===== src/rtl/trig_seq_ctl.sv =====
module trig_seq_ctl #(
  parameter int NTERM = 8,
  parameter int NLVL  = 4,
  parameter int CNTW  = 8,
  parameter int TMRW  = 10,
  localparam int LW   = (NLVL > 1) ? $clog2(NLVL) : 1
) (
  input  logic                 clk,
  input  logic                 rst_n,
  input  logic [NTERM-1:0]     term_in,
  input  logic [NLVL*NTERM-1:0] cfg_store,
  input  logic [NLVL*NTERM-1:0] cfg_gate,
  input  logic [NLVL-1:0]      cfg_above,
  input  logic [NLVL*NTERM-1:0] cfg_find,
  input  logic [NLVL*CNTW-1:0] cfg_count,
  input  logic [NLVL*LW-1:0]   cfg_find_to,
  input  logic [NLVL*NTERM-1:0] cfg_else,
  input  logic [NLVL*LW-1:0]   cfg_else_to,
  input  logic [NLVL-1:0]      cfg_tstart,
  input  logic [LW-1:0]        cfg_trig_lvl,
  input  logic [TMRW-1:0]      cfg_limit,
  output logic                 store,
  output logic                 trig,
  output logic [LW-1:0]        lvl
);
  logic [NTERM-1:0] term_q;
  logic [LW-1:0]    lvl_q;
  logic [CNTW-1:0]  occ;
  logic [TMRW-1:0]  tmr;
  logic             trig_q;

  logic [NTERM-1:0] smask, gmask, fmask, emask;
  logic [CNTW-1:0]  need;
  logic [LW-1:0]    fto, eto, nxt;
  logic             gate_ok, find_hit, else_hit, done, take, restart;

  assign smask = cfg_store[lvl_q*NTERM +: NTERM];
  assign gmask = cfg_gate[lvl_q*NTERM +: NTERM];
  assign fmask = cfg_find[lvl_q*NTERM +: NTERM];
  assign emask = cfg_else[lvl_q*NTERM +: NTERM];
  assign need  = (cfg_count[lvl_q*CNTW +: CNTW] == '0) ? CNTW'(1) : cfg_count[lvl_q*CNTW +: CNTW];
  assign fto   = cfg_find_to[lvl_q*LW +: LW];
  assign eto   = cfg_else_to[lvl_q*LW +: LW];

  assign gate_ok  = cfg_above[lvl_q] ? (tmr >= cfg_limit) : (tmr < cfg_limit);
  assign store    = |(term_q & smask & (~gmask | {NTERM{gate_ok}}));
  assign find_hit = |(term_q & fmask);
  assign else_hit = !find_hit && |(term_q & emask);
  assign done     = find_hit && ({1'b0, occ} + 1'b1 >= {1'b0, need});
  assign take     = done || else_hit;
  assign nxt      = done ? fto : eto;
  assign restart  = take && cfg_tstart[nxt];

  assign trig = trig_q;
  assign lvl  = lvl_q;

  always_ff @(posedge clk or negedge rst_n) begin
    if (!rst_n) begin
      term_q <= '0;
      lvl_q  <= '0;
      occ    <= '0;
      tmr    <= '0;
      trig_q <= 1'b0;
    end else begin
      term_q <= term_in;
      trig_q <= take && (lvl_q == cfg_trig_lvl) && (nxt != lvl_q);
      if (take) begin
        lvl_q <= nxt;
        occ   <= '0;
      end else if (find_hit) begin
        occ <= occ + 1'b1;
      end
      if (restart)         tmr <= '0;
      else if (tmr != '1)  tmr <= tmr + 1'b1;
    end
  end
endmodule


===== config.mk =====
export PLATFORM = sky130hd
export DESIGN_NAME = trig_seq_ctl
export DESIGN_NICKNAME = d
export VERILOG_FILES = /design/src/rtl/trig_seq_ctl.sv
export SDC_FILE = /design/constraint.sdc
export NUM_CORES = 1
export LEC_CHECK = 0
export ABC_CLOCK_PERIOD_IN_PS = 4100
export BUFFER_PORTS_ARGS = -buffer_cell sky130_fd_sc_hd__clkbuf_2
export CAP_MARGIN = 20
export CELL_PAD_IN_SITES_DETAIL_PLACEMENT = 0
export CELL_PAD_IN_SITES_GLOBAL_PLACEMENT = 2
export CORE_ASPECT_RATIO = 1.25
export CORE_MARGIN = 5
export CORE_UTILIZATION = 21
export DETAILED_ROUTE_END_ITERATION = 8
export HOLD_SLACK_MARGIN = 0.12
export PLACE_DENSITY_LB_ADDON = 0.1
export SETUP_SLACK_MARGIN = 0.02
export SYNTH_ARGS = -nofsm -noshare
export SYNTH_HDL_FRONTEND = slang
export SYNTH_SLANG_ARGS = --single-unit

===== constraint.sdc =====
create_clock -name clk -period 4.1 [get_ports clk]
set_input_delay 0.615 -clock clk [delete_from_list [all_inputs] [get_ports clk]]
set_output_delay 0.615 -clock clk [all_outputs]
set_load 0.03 [all_outputs]

======== Yosys cells after proc, flatten, opt, wreduce, memory -nomap -nowiden ========
Cells that the tools add are included.
operators by class
  add/sub/neg operators ................... 3
  $lt $le $gt $ge ......................... 5
  equal/unequal tests ..................... 3
  shift operators ......................... 7
  multiplexer cells ....................... 11
  bitwise logic cells ..................... 6
  reduce and logical (&&, ||, !) cells .... 13
operator list
  kind                                                        count
  variable part select 32 x 6 -> 8 bit                        5
  bitwise AND 8 bit                                           4
  2-to-1 mux 8 bit                                            3
  OR reduction 8 bit                                          3
  2-to-1 mux 10 bit                                           2
  variable part select 8 x 4 -> 2 bit                         2
  adder 10 x 1 -> 10 bit, second input constant               1
  >= comparator 10 bit                                        1
  less-than comparator 10 bit                                 1
  != test 10 bit, second input constant                       1
  adder 8 x 1 -> 9 bit, second input constant                 1
  >= comparator 9 x 8 -> 1 bit                                1
  adder 8 x 1 -> 8 bit, second input constant                 1
  zero test 8 bit                                             1
  NOT 8 bit                                                   1
  OR 8 bit                                                    1
  less-than comparator 2 x 3 -> 1 bit, second input constant  2
  logical AND 1 bit                                           5
  binary-select mux 1 bit (select 2 bit)                      2
  nonzero test 2 bit                                          2
  2-to-1 mux 1 bit                                            3
  equality test 2 bit                                         1
  2-to-1 mux 2 bit                                            1
  != test 2 bit                                               1
  2 further kinds                                             2
word-level totals
  register bits ........................... 29
  bits of input ports ..................... 206
  output and inout bits ................... 4

======== Logic depth before layout (Yosys ltp) ========
Gate-level depths: netlist of the first run.
  word-level depth ........................ 10
  depth in mapped cells ................... 18

======== Least setup slack after synthesis of the first run ========
No wires, ideal clock.
  path type ............................... register to register
  start ................................... reg lvl_q[0] (netlist: lvl[0])
  end ..................................... reg tmr[9]
  data arrival time ....................... 4,376 ps
  required time ........................... 3,996 ps
  slack ................................... -380 ps
  stages on the path, launching flop included .. 18
  period minus slack after synthesis ...... 4,480 ps
  path through ............................ dfrtp_1 buf_4 buf_2 buf_2 buf_4 buf_2 mux4_2 a41o_1 ha_1 nor2b_1 o21ai_0 a31oi_1 o21a_1 nor2_4 mux2i_4 mux2i_1 mux2i_4 a221oi_1
on the way
  word-level cells in the longest chain between the ends .. 10
RTL lines
  what                                                            RTL line  RTL
  from (decl)                                                     27        logic [LW-1:0] lvl_q;
  from (signal assigned)                                          68        lvl_q <= nxt;
  variable part select 32 x 6 -> 8 bit                            41        assign need = (cfg_count[lvl_q*CNTW +: CNTW] == '0) ? CNTW'(1) : cfg_count[lvl_q*CNTW +: CNTW];
  zero test 8 bit                                                 41
  2-to-1 mux 8 bit                                                41
  >= comparator 9 x 8 -> 1 bit                                    49        assign done = find_hit && ({1'b0, occ} + 1'b1 >= {1'b0, need});
  logical AND 1 bit                                               49
  2-to-1 mux 2 bit                                                51        assign nxt = done ? fto : eto;
  binary-select mux 1 bit (select 2 bit)                          52        assign restart = take && cfg_tstart[nxt];
  2-to-1 mux 1 bit (not written as such)                          52
  logical AND 1 bit (*)                                           52
  2-to-1 mux 10 bit / nonzero test 2 bit (equally long branches)  -
  to (signal assigned)                                            74        else if (tmr != '1) tmr <= tmr + 1'b1;
  to (decl)                                                       29        logic [TMRW-1:0] tmr;
Mark *: on every way between the ends. The rest lies on a longest branch, timed or not. The select of a mux whose other input is x is not followed.
A chain may end at the register's enable or synchronous reset.

======== Worst setup path in the final report of the first run ========
  start ................................... in cfg_limit[7]
  end ..................................... out store
on the way
  word-level cells in the longest chain between the ends .. 5
RTL lines
  what                                                                        RTL line  RTL
  from (decl)                                                                 21        input logic [TMRW-1:0] cfg_limit,
  less-than comparator 10 bit / >= comparator 10 bit (equally long branches)  45        assign gate_ok = cfg_above[lvl_q] ? (tmr >= cfg_limit) : (tmr < cfg_limit);
  2-to-1 mux 1 bit (*)                                                        45
  OR 8 bit (*)                                                                46        assign store = |(term_q & smask & (~gmask | {NTERM{gate_ok}}));
  bitwise AND 8 bit (*)                                                       46
  OR reduction 8 bit (*)                                                      46
  to (decl)                                                                   22        output logic store,
Mark *: on every way between the ends. The rest lies on a longest branch, timed or not.

==> results by group, run 1 <==
Run status
  • Run status: completed

Synth
  • Async SR Flop Fraction: 100.0%
  • Ranking of synthesized cells by area: dfrtp_1 22%, mux4_2 16%, ha_1 7.5%
  • EDFF count, synth: 0
  • Post-synthesis compound-gate area fraction: 19.62%
  • Dominant synthesized flop cell: dfrtp_1
  • Ys Warns: 0
  • Simple-gate share of the synthesized area: 17.49%
  • Syn Nets: 594
  • Largest family of logic cells by synthesized area: multiplexers
  • Share of Yosys cell area claimed by the top area cell type: 21.76%
  • Synth Area in XOR/XNOR: 3.415%
  • Multiplexer share of the synthesized area: 24.35%
  • Yosys top cell by area: dfrtp_1
  • Register bit count reported by yosys: 29
  • Cell count after synthesis: 368
  • Synth unique cells: 52
  • Syn Std Cell Area: 3334 µm²
  • Syn avg cell area: 9.061 µm²
  • Post-Synth Adder-Cell Area: 7.505%
  • Sequential area share after synthesis: 21.76%

Critical path
  • Worst path slowest cell: or4_1
  • Worst-path cell chain: clkbuf_2 > inv_1 > ha_1 > nand4_1 > a211oi_2 > nor3_2 > buf_4 > and2_4 > buf_6 > o2111ai_1 > a21boi_1 > nor4_2 > o22ai_1 > or4_1 > buf_6
  • Worst Path Max Fanout: 9
  • Worst setup EP type: output pin
  • Crit path required time: 3.48 ns
  • Setup CP Type: primary input to output pin
  • Setup crit start kind: primary input
  • CP max stage delay: 0.43 ns
  • Most used cell along the critical path: buf_6
  • CP arrival: 3.33 ns

Timing
  • Period minus WS final: 3.945 ns
  • Fmax: 253.5 MHz
  • Max_slew headroom: 47.62%
  • Setup TNS: 0 ns
  • Crit share post-route: 96.21%
  • Final setup violating endpoints: 0
  • Final Skew: 0.006298 ns
  • Tightest Pin Transition: 0.7857 ns
  • Slew Limit Fails: 0
  • RSZ-0062 raised after global routing: false
  • Final Hold Fails: 0
  • WHS: 0.4232 ns

GRT
  • Total track usage: 15.20%
  • Vias in the first global route: 4022
  • Grt total ovfl: 0
  • Initial antenna violation count: 0
  • First-pass GRT wire length: 21670 µm
  • Largest net degree at the start of global routing: 40

Clock network
  • Clock Pin Slew Worst Setup and Hold Paths: 0.05 ns
  • Hold buffer count at cts: 0
  • Root Buffer: clkbuf_16
  • Worst-skew pair later-pin latency: 0.27 ns
  • CTS Buffer Depth: 2
  • CTS tree: done
  • Total CTS buffers: 5
  • Clock Sinks: 29
  • H-Tree Depth: 2

Final layout
  • Filler cell count: 1759
  • Final instance area: 4925 µm²
  • Layout cell share with drive strength beyond 1: 49.40%
  • Fin nets: 812
  • Most frequent cells in the layout: 208 x clkbuf_2, 40 x nand2_1, 26 x a21oi_1, 24 x mux4_2, 24 x dfrtp_1
  • Area growth syn-to-layout: 47.69%
  • Most common cell after layout, fill and taps aside: clkbuf_2

Drt
  • Initial DRC Count: 124
  • Drt total wl: 14890 µm
  • DRC Markers: 0
  • Vias per cell: 4.734
  • Routed vias: 3787
  • Drt first pass iters: 4
  • Routed wire per std cell: 18.61 µm
  • Final ANT Viol Nets: 0

Die
  • Die ar.: 18510 µm²
  • Initial Util: 21.42%
  • # IOs: 210
  • Die width: 122.7 µm
  • Core area: 15570 µm²
  • Num rows: 51
  • Die H: 150.9 µm

Place
  • GPL Wtd Cong: 0.7932
  • DP HPWL: 12330 µm
  • Post-DP Area: 4672 µm²
  • IO buf count: 209

Power and ir drop
  • Cell Pwr Density: 579.8 nW/µm²
  • Pleak: 2.427 nW
  • VDD IR max: 0.2176 mV
  • Tot Pwr: 2.856 mW

Min path
  • Worst Hold Class: primary input to asynchronous set/reset pin

Run
  • # Max-Cap Violations: 0
path summary, 6_finish.rpt:
check / to / from / slack, ns / cells after the start
setup reg to reg: tmr[9]$_DFFE_PN0P_ / lvl[0]$_DFFE_PN0P_ / 0.28 / 13
max in group asynchronous: tmr[9]$_DFFE_PN0P_ / rst_n / 3.13 / 1
hold / removal: trig$_DFF_PN0_ / rst_n / 0.42 / 1
setup / recovery: store / cfg_limit[7] / 0.16 / 15
min in group clk: term_q[4]$_DFF_PN0_ / term_in[4] / 0.45 / 1
hold reg to reg: occ[4]$_DFFE_PN0P_ / occ[4]$_DFFE_PN0P_ / 0.54 / 1
layout make-up:
type	instances	area (µm²)	share of cell area (%)
sequential	29	732.0	14.86
multi-input combinational	297	2461	49.97
antenna	1	2.502	0.05081
tap	212	265.3	5.386
clock buffer	8	146.4	2.973
inverter	23	87.58	1.778
timing repair buffer	230	1230	24.97
report_power, final:
group	leakage [nW]	switching (mW)	internal [mW]	total (mW)
logic	2.00	1.03	0.929	1.95
registers	0.357	0.156	0.380	0.536
clock network	0.0712	0.124	0.242	0.366
total	2.43	1.31	1.55	2.86
repair_timing:
item,in CTS,in global routing
gates resized for setup,2,18
cloned,0,1
buffers inserted,0,6
setup endpoints to repair,1,1
pin swaps,0,7
kinds of logic after synthesis:
group / after synthesis
buffers and inverters: 43
adder cells (fa/ha/maj): 20
multiplexers: 47
flip-flops: 29
XOR/XNOR: 13
AND/OR/NAND/NOR: 115
AO/OA/AOI/OAI: 101
cells in the mapped netlist (all sizes together), types with 2 or more instances:
cell type / count
a211oi: 6
a21oi: 27
a221oi: 3
a22o: 6
a22oi: 5
a31oi: 9
and3: 8
buf: 14
clkbuf: 6
dfrtp: 29
ha: 20
inv: 22
mux2: 10
mux2i: 13
mux4: 24
nand2: 40
nand2b: 3
nand3: 23
nand4: 13
nor2: 11
nor2b: 6
nor3b: 3
nor4: 3
o2111ai: 5
o21a: 3
o21ai: 22
o22a: 2
o22ai: 2
o31ai: 3
xnor2: 10
xor2: 3
sequential cells by signal (all words and copies together), names as in the netlist:
| signal | flops |
|---|---|
| tmr | 10 |
| occ | 8 |
| term_q | 8 |
| lvl | 2 |
| trig | 1 |
through the flow:
| step | instances | worst slack (ns) | utilization [%] |
|---|---|---|---|
| 5_1_grt | 799 | 0.01054 | 31.61 |
| 4_1_cts | 792 | 0.05140 | 30.99 |
| 3_3_place_gp | 784 | 0.03535 | 30.01 |
| 2_1_floorplan | 368 | 0.03451 | - |
| 6_report | 800 | 0.1552 | 31.63 |
| 3_5_place_dp | 784 | -0.002846 | 30.01 |
worst max-delay path, delay by kind of cell:
kind / cells / cell delay (ns)
buffers and inverters: 5 / 0.56
AOI/OAI and AO/OA: 4 / 0.68
adders and majority gates: 1 / 0.29
and+or+nand+nor: 5 / 1.17
routing by layer:
layer,wire length (µm),track usage (%)
met1,6087,18.65
met5,0,0
met3,894,2.988
met4,146,3.137
met2,7762,27.41
Power figures use the tool's default switching activity.
==> run 2: changes to the inputs <==
--- a/config.mk
+++ b/config.mk
@@ -6,7 +6,7 @@
 export NUM_CORES = 1
 export LEC_CHECK = 0
 export ABC_CLOCK_PERIOD_IN_PS = 4100
-export BUFFER_PORTS_ARGS = -buffer_cell sky130_fd_sc_hd__clkbuf_2
+export BUFFER_PORTS_ARGS = -buffer_cell sky130_fd_sc_hd__buf_2
 export CAP_MARGIN = 20
 export CELL_PAD_IN_SITES_DETAIL_PLACEMENT = 0
 export CELL_PAD_IN_SITES_GLOBAL_PLACEMENT = 2
==> run 2 against run 1 <==
  * Clock power up 18%
  * Count of clock-buffer cells in the layout shrank 1
  * Clock skew is 0.0017 ns lower
  * Die area is the same
  * Combinational power barely moved
  * Highest routed layer is now met5
  * Routed wire length rose by 0.11%
  * Sequential power about the same
  * Core utilization is 0.15 points higher
==> results by group, run 2 (same netlist as run 1, synthesis figures left out) <==
GRT
  • Vias in the first global route: 4035 (+0.32%)
  • First-pass GRT wire length: 21980 µm (+1.4%)
  • Initial antenna violation count: 4 (+4)
  • Grt total ovfl: 0 (unchanged)
  • Total track usage: 15.49% (+0.29 points)
  • Largest net degree at the start of global routing: 36 (-10%)

Critical path
  • WP depth: 13 (-2)
  • Most used cell along the critical path: buf_4
  • R2R setup slack: 0.32 ns (+0.04 ns)
  • Setup crit end: store
  • Worst R2R Start: lvl[0]$_DFFE_PN0P_
  • Worst path slowest cell: dfrtp_2
  • CP top delay family: simple AND/OR/NAND/NOR gates
  • CP arrival: 3.31 ns (-0.02 ns)
  • Worst Path Max Fanout: 9 (unchanged)
  • Worst-path cell chain: ha_1 > nand4_1 > a211oi_2 > nor3_2 > buf_4 > and2_4 > buf_4 > o2111ai_1 > a21boi_0 > nor4_2 > o22ai_1 > or4_1 > buf_6
  • Worst setup EP type: output pin
  • Critical R2R Capture: tmr[9]$_DFFE_PN0P_
  • CP max stage delay: 0.44 ns (about the same)
  • Crit path required time: 3.48 ns (about the same)
  • Setup crit start kind: flop
  • Setup CP Type: flop to output pin
  • Buf/Inv on CP: 3 (-2)
  • Reg2Reg Depth: 13 (unchanged)
  • Crit path from: tmr[7]$_DFFE_PN0P_

Run status
  • Run status: completed

Drt
  • Drt first pass iters: 4 (unchanged)
  • Initial DRC Count: 118 (-4.8%)
  • Routed vias: 3786 (-0.026%)
  • Vias per cell: 4.727 (-0.15%)
  • DRC Markers: 0 (unchanged)
  • Drt total wl: 14910 µm (+0.11%)
  • Routed wire per std cell: 18.61 µm (about the same)
  • Final ANT Viol Nets: 0 (unchanged)

Final layout
  • Most common cell after layout, fill and taps aside: buf_2
  • Largest register by flop count: tmr
  • Filler cell count: 1747 (-0.68%)
  • Area growth syn-to-layout: 48.41%
  • Final instance area: 4949 µm² (+0.48%)
  • Largest regs: tmr: 10 flops, occ: 8 flops, term_q: 8 flops
  • Max reg flops: 10 (unchanged)
  • Fin nets: 810 (-0.25%)
  • Most frequent cells in the layout: 208 x buf_2, 40 x nand2_1, 26 x a21oi_1, 24 x mux4_2, 24 x dfrtp_1
  • Layout cell share with drive strength beyond 1: 49.57% (+0.17 points)
  • Final Non-Filler Cells: 801 (+0.13%)

Timing
  • Setup TNS: 0 ns (unchanged)
  • Tightest Pin Transition: 0.7210 ns (-0.06468 ns)
  • Slew Limit Fails: 0 (unchanged)
  • Fmax: 254.5 MHz (+0.39%)
  • WHS: 0.4014 ns (-0.02175 ns)
  • Final WS setup: 0.1706 ns (+0.01539 ns)
  • Max_slew headroom: 51.93% (+4.3 points)
  • Final setup violating endpoints: 0 (unchanged)
  • Final Hold Fails: 0 (unchanged)
  • Period minus WS final: 3.929 ns (-0.01539 ns)
  • Final Skew: 0.004606 ns (-0.001691 ns)
  • Crit share post-route: 95.84% (-0.38 points)

Die
  • Core area: 15570 µm² (unchanged)
  • Die width: 122.7 µm (unchanged)
  • Initial Util: 21.42% (unchanged)
  • Die H: 150.9 µm (unchanged)
  • # IOs: 210 (unchanged)
  • Num rows: 51 (unchanged)
  • Die ar.: 18510 µm² (unchanged)

Place
  • Pre-CTS setup slack: 0.04742 ns (+0.05027 ns)
  • Placed Cells: 783 (-0.13%)
  • IO buf count: 209 (unchanged)
  • Post-DP Area: 4664 µm² (-0.16%)
  • DP HPWL: 12260 µm (-0.62%)
  • GPL Wtd Cong: 0.8242 (+3.9%)

Clock network
  • Root Buffer: clkbuf_16
  • Total CTS buffers: 5 (unchanged)
  • Hold buffer count at cts: 0 (unchanged)
  • Worst-skew pair later-pin latency: 0.27 ns (about the same)
  • CTS tree: done
  • Clock Sinks: 29 (unchanged)
  • CTS Buffer Depth: 2 (unchanged)
  • H-Tree Depth: 2 (unchanged)
  • Clock Pin Slew Worst Setup and Hold Paths: 0.05 ns (about the same)

Power and ir drop
  • Pleak: 2.378 nW (-2.0%)
  • Cell Pwr Density: 584.9 nW/µm² (+0.87%)
  • VDD IR max: 0.2005 mV (-7.9%)

Min path
  • Worst Hold Class: primary input to asynchronous set/reset pin

Run
  • # Max-Cap Violations: 0 (unchanged)
[run 2: what timing repair did]
item | CTS | global route
cloned | 0 | 1
endpoints found under the setup margin | 1 | 1
pin swaps | 0 | 7
buffers inserted | 0 | 5
resized for setup | 2 | 15
[run 2: routing by layer]
metal  track usage [%]  wire (µm)  vias to the layer above
met3             3.287       1036                       10
met5                 0         11                        -
li1                  -          -                     1856
met2             26.76       7509                      135
met1             19.60       6180                     1783
met4             3.866        168                        2
[run 2: how the worst min path moves through the flow]
stage                             from                  end  slack [ns]  cells after the start
floorplan                        rst_n   lvl[0]$_DFFE_PN0P_        0.32                      0
detailed placement  occ[4]$_DFFE_PN0P_   occ[4]$_DFFE_PN0P_        0.52                      1
global route                term_in[2]  term_q[2]$_DFF_PN0_        0.43                      1
finish                           rst_n       trig$_DFF_PN0_        0.40                      1
CTS                              rst_n   occ[0]$_DFFE_PN0P_        0.42                      1
global placement    occ[4]$_DFFE_PN0P_   occ[4]$_DFFE_PN0P_        0.53                      1
[run 2: final cells by class]
cell class                 instances  area, µm²  share of cell area (%)
clock inverter                     1      30.03                  0.6068
antenna                            4      10.01                  0.2023
multi-input combinational        297       2470                   49.91
tap                              212      265.3                   5.360
inverter                          23      87.58                   1.770
sequential                        29      732.0                   14.79
clock buffer                       7      142.6                   2.882
timing repair buffer             228       1211                   24.48
[run 2: per-stage QoR]
step,util [%],power [mW]
finish,31.78,2.894
global route,31.77,3.175
CTS,31.12,2.860
detailed placement,29.96,2.397
global placement,29.96,2.387
floorplan,-,1.858
[run 2: worst register-to-register path, delay by kind of cell, from the launching register on]
kind,cells,cell delay [ns]
adder cells (fa/ha/maj),1,0.27
AO/OA/AOI/OAI,5,1.09
multiplexers,4,1.33
buffers and inverters,1,0.25
AND/OR/NAND/NOR,2,0.24
flip-flops,1,0.52
[run 2: power by group]
part / internal (mW) / switching (mW)
registers: 0.380 / 0.156
logic: 0.912 / 1.01
clock network: 0.303 / 0.129
